File: config.mk
export PLATFORM = sky130hd
export DESIGN_NAME = ts_switchover_stamp
export DESIGN_NICKNAME = d
export VERILOG_FILES = /design/src/rtl/ts_pkg.sv /design/src/rtl/ts_power_fsm.sv /design/src/rtl/ts_capture_reg.sv /design/src/rtl/ts_read_port.sv /design/src/rtl/ts_switchover_stamp.sv
export SDC_FILE = /design/constraint.sdc
export NUM_CORES = 1
export LEC_CHECK = 0
export ABC_AREA = 1
export BUFFER_PORTS_ARGS = -buffer_cell sky130_fd_sc_hd__buf_2
export CAP_MARGIN = 15
export CORE_MARGIN = 2
export CORE_UTILIZATION = 40
export CTS_BUF_LIST = sky130_fd_sc_hd__clkbuf_8
export DETAILED_ROUTE_END_ITERATION = 12
export GPL_TIMING_DRIVEN = 0
export PLACE_DENSITY = 0.56
export SETUP_SLACK_MARGIN = 0.02
export SYNTH_ARGS = -nofsm -noshare
export SYNTH_HDL_FRONTEND = slang
export SYNTH_HIERARCHICAL = 1
export SYNTH_SLANG_ARGS = --single-unit
File: constraint.sdc
create_clock -name clk -period 3.1 [get_ports clk]
set_input_delay 0.62 -clock clk [delete_from_list [all_inputs] [get_ports clk]]
set_output_delay 0.62 -clock clk [all_outputs]
set_load 0.01 [all_outputs]
File: src/rtl/ts_pkg.sv
package ts_pkg;
    typedef enum logic [1:0] {
        PWR_INIT = 2'd0,
        PWR_MAIN = 2'd1,
        PWR_BATT = 2'd2
    } pwr_state_t;
endpackage

File: src/rtl/ts_power_fsm.sv
module ts_power_fsm
    import ts_pkg::*;
(
    input  logic clk,
    input  logic rst_n,
    input  logic main_ok,
    output logic cap_to_batt,
    output logic cap_to_main
);
    pwr_state_t state_q;
    pwr_state_t state_d;

    // next-state selection: T_BOOT_MAIN, T_BOOT_BATT, T_DROP, T_RESTORE
    always_comb begin
        state_d = state_q;
        unique case (state_q)
            PWR_INIT: state_d = main_ok ? PWR_MAIN : PWR_BATT;
            PWR_MAIN: if (!main_ok) state_d = PWR_BATT;
            PWR_BATT: if (main_ok) state_d = PWR_MAIN;
            default:  state_d = PWR_INIT;
        endcase
    end

    // state register
    always_ff @(posedge clk) begin
        if (!rst_n) state_q <= PWR_INIT;
        else        state_q <= state_d;
    end

    // outputs: capture events, none on the boot transitions
    always_comb begin
        cap_to_batt = 1'b0;
        cap_to_main = 1'b0;
        unique case (state_q)
            PWR_INIT: ;
            PWR_MAIN: cap_to_batt = !main_ok;
            PWR_BATT: cap_to_main = main_ok;
            default:  ;
        endcase
    end
endmodule

File: src/rtl/ts_capture_reg.sv
module ts_capture_reg #(
    parameter int TIME_W     = 48,
    parameter bit KEEP_FIRST = 1'b1
) (
    input  logic              clk,
    input  logic              rst_n,
    input  logic              cap_ev,
    input  logic              clr,
    input  logic [TIME_W-1:0] now_time,
    output logic [TIME_W-1:0] ts_q,
    output logic              held_q
);
    logic take;

    generate
        if (KEEP_FIRST) begin : g_first
            // a clear in the same cycle re-arms, so the new event is taken
            assign take = cap_ev && (!held_q || clr);
        end else begin : g_last
            assign take = cap_ev;
        end
    endgenerate

    always_ff @(posedge clk) begin
        if (!rst_n) begin
            ts_q   <= '0;
            held_q <= 1'b0;
        end else if (take) begin
            ts_q   <= now_time;
            held_q <= 1'b1;
        end else if (clr) begin
            ts_q   <= '0;
            held_q <= 1'b0;
        end
    end
endmodule

File: src/rtl/ts_read_port.sv
module ts_read_port #(
    parameter int TIME_W = 48,
    parameter int DW     = 8,
    parameter int AW     = 4
) (
    input  logic              clk,
    input  logic              rst_n,
    input  logic              main_ok,
    input  logic              rd_en,
    input  logic [AW-1:0]     rd_addr,
    input  logic [TIME_W-1:0] ts_bat,
    input  logic [TIME_W-1:0] ts_main,
    input  logic              bat_held,
    input  logic              main_held,
    output logic [DW-1:0]     rd_data,
    output logic              rd_valid
);
    localparam int NB = TIME_W / DW;
    localparam int NW = 2 * NB + 1;

    logic [DW-1:0] words [NW];
    logic [DW-1:0] sel;
    logic          serve;

    generate
        for (genvar i = 0; i < NB; i++) begin : g_bytes
            assign words[i]      = ts_bat[i*DW +: DW];
            assign words[NB + i] = ts_main[i*DW +: DW];
        end
    endgenerate
    assign words[2*NB] = {{(DW-2){1'b0}}, main_held, bat_held};

    assign serve = rd_en && main_ok;

    always_comb begin
        sel = '0;
        if (int'(rd_addr) < NW) sel = words[rd_addr];
    end

    always_ff @(posedge clk) begin
        if (!rst_n) begin
            rd_valid <= 1'b0;
            rd_data  <= '0;
        end else begin
            rd_valid <= serve;
            rd_data  <= serve ? sel : '0;
        end
    end
endmodule

File: src/rtl/ts_switchover_stamp.sv
module ts_switchover_stamp #(
    parameter int TIME_W = 48,
    parameter int DW     = 8
) (
    input  logic                                clk,
    input  logic                                rst_n,
    input  logic                                main_ok,
    input  logic [TIME_W-1:0]                   now_time,
    input  logic                                clr_req,
    input  logic                                rd_en,
    input  logic [$clog2(2*(TIME_W/DW)+1)-1:0]  rd_addr,
    output logic [DW-1:0]                       rd_data,
    output logic                                rd_valid
);
    localparam int AW = $clog2(2*(TIME_W/DW)+1);

    logic              cap_to_batt;
    logic              cap_to_main;
    logic              clr_eff;
    logic              bat_held;
    logic              main_held;
    logic [TIME_W-1:0] ts_bat;
    logic [TIME_W-1:0] ts_main;

    // host strobe honoured only with main power present
    assign clr_eff = clr_req && main_ok;

    ts_power_fsm u_fsm (
        .clk         (clk),
        .rst_n       (rst_n),
        .main_ok     (main_ok),
        .cap_to_batt (cap_to_batt),
        .cap_to_main (cap_to_main)
    );

    ts_capture_reg #(.TIME_W(TIME_W), .KEEP_FIRST(1'b1)) u_bat (
        .clk      (clk),
        .rst_n    (rst_n),
        .cap_ev   (cap_to_batt),
        .clr      (clr_eff),
        .now_time (now_time),
        .ts_q     (ts_bat),
        .held_q   (bat_held)
    );

    ts_capture_reg #(.TIME_W(TIME_W), .KEEP_FIRST(1'b0)) u_main (
        .clk      (clk),
        .rst_n    (rst_n),
        .cap_ev   (cap_to_main),
        .clr      (clr_eff),
        .now_time (now_time),
        .ts_q     (ts_main),
        .held_q   (main_held)
    );

    ts_read_port #(.TIME_W(TIME_W), .DW(DW), .AW(AW)) u_rd (
        .clk       (clk),
        .rst_n     (rst_n),
        .main_ok   (main_ok),
        .rd_en     (rd_en),
        .rd_addr   (rd_addr),
        .ts_bat    (ts_bat),
        .ts_main   (ts_main),
        .bat_held  (bat_held),
        .main_held (main_held),
        .rd_data   (rd_data),
        .rd_valid  (rd_valid)
    );
endmodule

==> results.json <==
{
  "grtUsageTotal": 0.242,
  "cp_cell_sequence": "buf_2 -> inv_1 -> nand2_1 -> nor2_1 -> buf_2 -> clkbuf_1 -> nand3_1 -> a21oi_1",
  "ys_top_cells_by_area": "dfxtp_1, nand2_1, nand3_1",
  "crit_buf_inv": 4,
  "status": "complete, no violations",
  "drc": 0,
  "drv_slew": 0,
  "synth.top_cell.area_share": 0.427,
  "ys_ff_latch": 109,
  "synth.distinct_cells": 19,
  "syn-cell-area_mm2": 0.00511,
  "cts_made_buffers": 9,
  "finClkSkew_ns": 0.0161,
  "cts_tree": "yes",
  "cpMostUsedCell": "buf_2",
  "synthMuxAreaShare": 0,
  "dpl.hpwl_um": 12100,
  "port_buffers": 64,
  "antenna_found_initial": 0,
  "nets": 864,
  "worstMarginPinSlew_ns": 0.642,
  "r2r-start": "u_fsm/state_q[0]",
  "reg2reg_slack_ns": 1.46,
  "p_leak_uw": 0.00226,
  "reg2reg_depth": 6,
  "num_rows": 41,
  "finalSetupTns_ns": 0,
  "vias": 4919,
  "vias_per_cell": 5.01,
  "r2r-end": "u_bat/ts_q[32]",
  "core-area_mm2": 0.0126,
  "io_pins": 66,
  "hold_start": "u_bat/ts_q[17]",
  "holdCritPathClass": "register to register",
  "die_area_mm2": 0.0137,
  "synthesis.instances": 732,
  "synth-compound-area-share": 0.139,
  "crit_family": "buffers and inverters",
  "cts_setup_buffers": 0,
  "power.total_uw": 2610,
  "rsz0062_at_grt": "no",
  "synthAdderAreaFrac": 0,
  "cts_resized": 0,
  "synth.avg_cell_area_um2": 6.98,
  "power_density_mw_per_mm2": 448,
  "start_util": 0.407,
  "crit_cells": 8,
  "start_kind": "primary input",
  "antenna_cells": 0,
  "maxCapViolCount": 0,
  "grt_pass1_vias": 4677,
  "timing.final.crit_share": 0.550,
  "grt_overflow": 0,
  "synth_top_cell_by_area": "dfxtp_1",
  "peakVddDrop_v": 0.000287,
  "hold_viol": 0,
  "worstPathArrival_ns": 2.03,
  "synth_top_family_by_area": "simple AND/OR/NAND/NOR gates",
  "max_freq_ghz": 0.587,
  "grt_pass1_wl_um": 24800,
  "whs_ns": 0.464,
  "min_to": "u_bat/ts_q[17]",
  "relSlewSlack": 0.569,
  "setup_violations": 0,
  "numClockSinks": 109,
  "ys_warn_count": 6,
  "synth_xor_area_frac": 0,
  "crit_slowest_cell": "clkbuf_1",
  "clock_latency_ns": 0.39,
  "die_y_um": 117,
  "ys_seq_area_frac": 0.427,
  "drtPass1Iterations": 5,
  "place.gp.congestion": 0.956,
  "routedWlPerCell_um": 16.2,
  "clk_pin_slew_worst_paths_ns": 0.09,
  "crit_path_end_kind": "register",
  "die_w_um": 117,
  "fin_crit_ns": 1.70,
  "drt-total-wl_um": 15900,
  "critical_path_required_ns": 3.42,
  "path_class": "primary input to register",
  "min_delay_path_depth": 2,
  "syn_nets": 789,
  "cts_max_level": 3,
  "postRouteAntennaNets": 0,
  "fin_util": 0.462,
  "clk_path_buf_depth": 2,
  "stdcell_area_mm2": 0.00581,
  "yosys.area_share.simple": 0.317,
  "placed_area_mm2": 0.00565,
  "areaGrowthSynthToFinish_pct": 13.7,
  "fill_cells": 1355,
  "drtIter0Drc": 310,
  "hold_buffers": 0,
  "grt_start_max_net_pins": 16,
  "root_buffer": "clkbuf_8",
  "critPathMaxStageDelay_ns": 0.44,
  "layout-drive-gt1-share": 0.196,
  "critPathMaxFanout": 10
}
layout make-up:
class,count,area (µm²),area share
Multi-Input combinational cell,505,2330,0.401
Inverter,64,240,0.0413
Clock buffer,11,151,0.0260
Sequential cell,109,2180,0.375
Tap cell,172,215,0.0370
Buffer,54,359,0.0618
Timing Repair Buffer,64,320,0.0551
Clock inverter,3,13.8,0.00237
where the power goes:
part           total, µW  internal [µW]  switching, µW
clock network        786            322            463
registers           1460           1430           20.8
logic                365            129            236
kinds of logic after synthesis:
logic type	after synthesis
flops	109
buf+inv	118
simple gates	379
compound gates	126
worst reg2reg max path, delay by kind of cell, from the launching register on:
kind                   cells  cell delay (ns)
buffers and inverters      2             0.64
DFF                        1             0.37
and+or+nand+nor            3             0.37
AOI/OAI and AO/OA          1             0.19
routing by layer:
layer  track usage  routed length [µm]  vias up
met2         0.381                7210      145
met5             0                   0        -
met4        0.0690                 325        0
met1         0.337                7450     2283
met3        0.0510                 959       19
li1              -                   -     2472
registers in the layout (all words and copies together) (netlist names):
| signal | count |
|---|---|
| u_bat/held_q | 1 |
| u_bat/ts_q | 48 |
| u_rd/rd_valid | 1 |
| u_main/ts_q | 48 |
| u_rd/rd_data | 8 |
| u_main/held_q | 1 |
| u_fsm/state_q | 2 |
cells in the mapped netlist (all sizes together):
master	instances
nor2	26
nand2	248
clkbuf	17
inv	63
clkinv	1
and3	1
nand3	104
a21oi	107
buf	37
dfxtp	109
o21ai	19
cells in the final DEF (no fill, tap or decap), drive strengths merged:
cell,netlist,layout
a21oi,107,107
and3,1,1
buf,37,101
clkbuf,17,28
clkinv,1,3
dfxtp,109,109
inv,63,64
nand2,248,248
nand3,104,104
nor2,26,26
o21ai,19,19
per-stage QoR:
stage,setup slack [ns],std cells
CTS,1.40,982
finish,1.40,982
global route,1.32,982
floorplan,1.58,732
global placement,1.04,968
detailed placement,0.990,968
worst max-delay path by stage:
stage          slack, ns              to  startpoint
3_5_place_dp        0.99  u_bat/ts_q[32]     main_ok
2_1_floorplan       1.58  u_bat/ts_q[33]     main_ok
4_1_cts             1.40  u_bat/ts_q[32]     main_ok
5_1_grt             1.32  u_bat/ts_q[37]     main_ok
3_3_place_gp        1.04  u_bat/ts_q[32]     main_ok
6_report            1.40  u_bat/ts_q[32]     main_ok
Power figures use the tool's default switching activity.
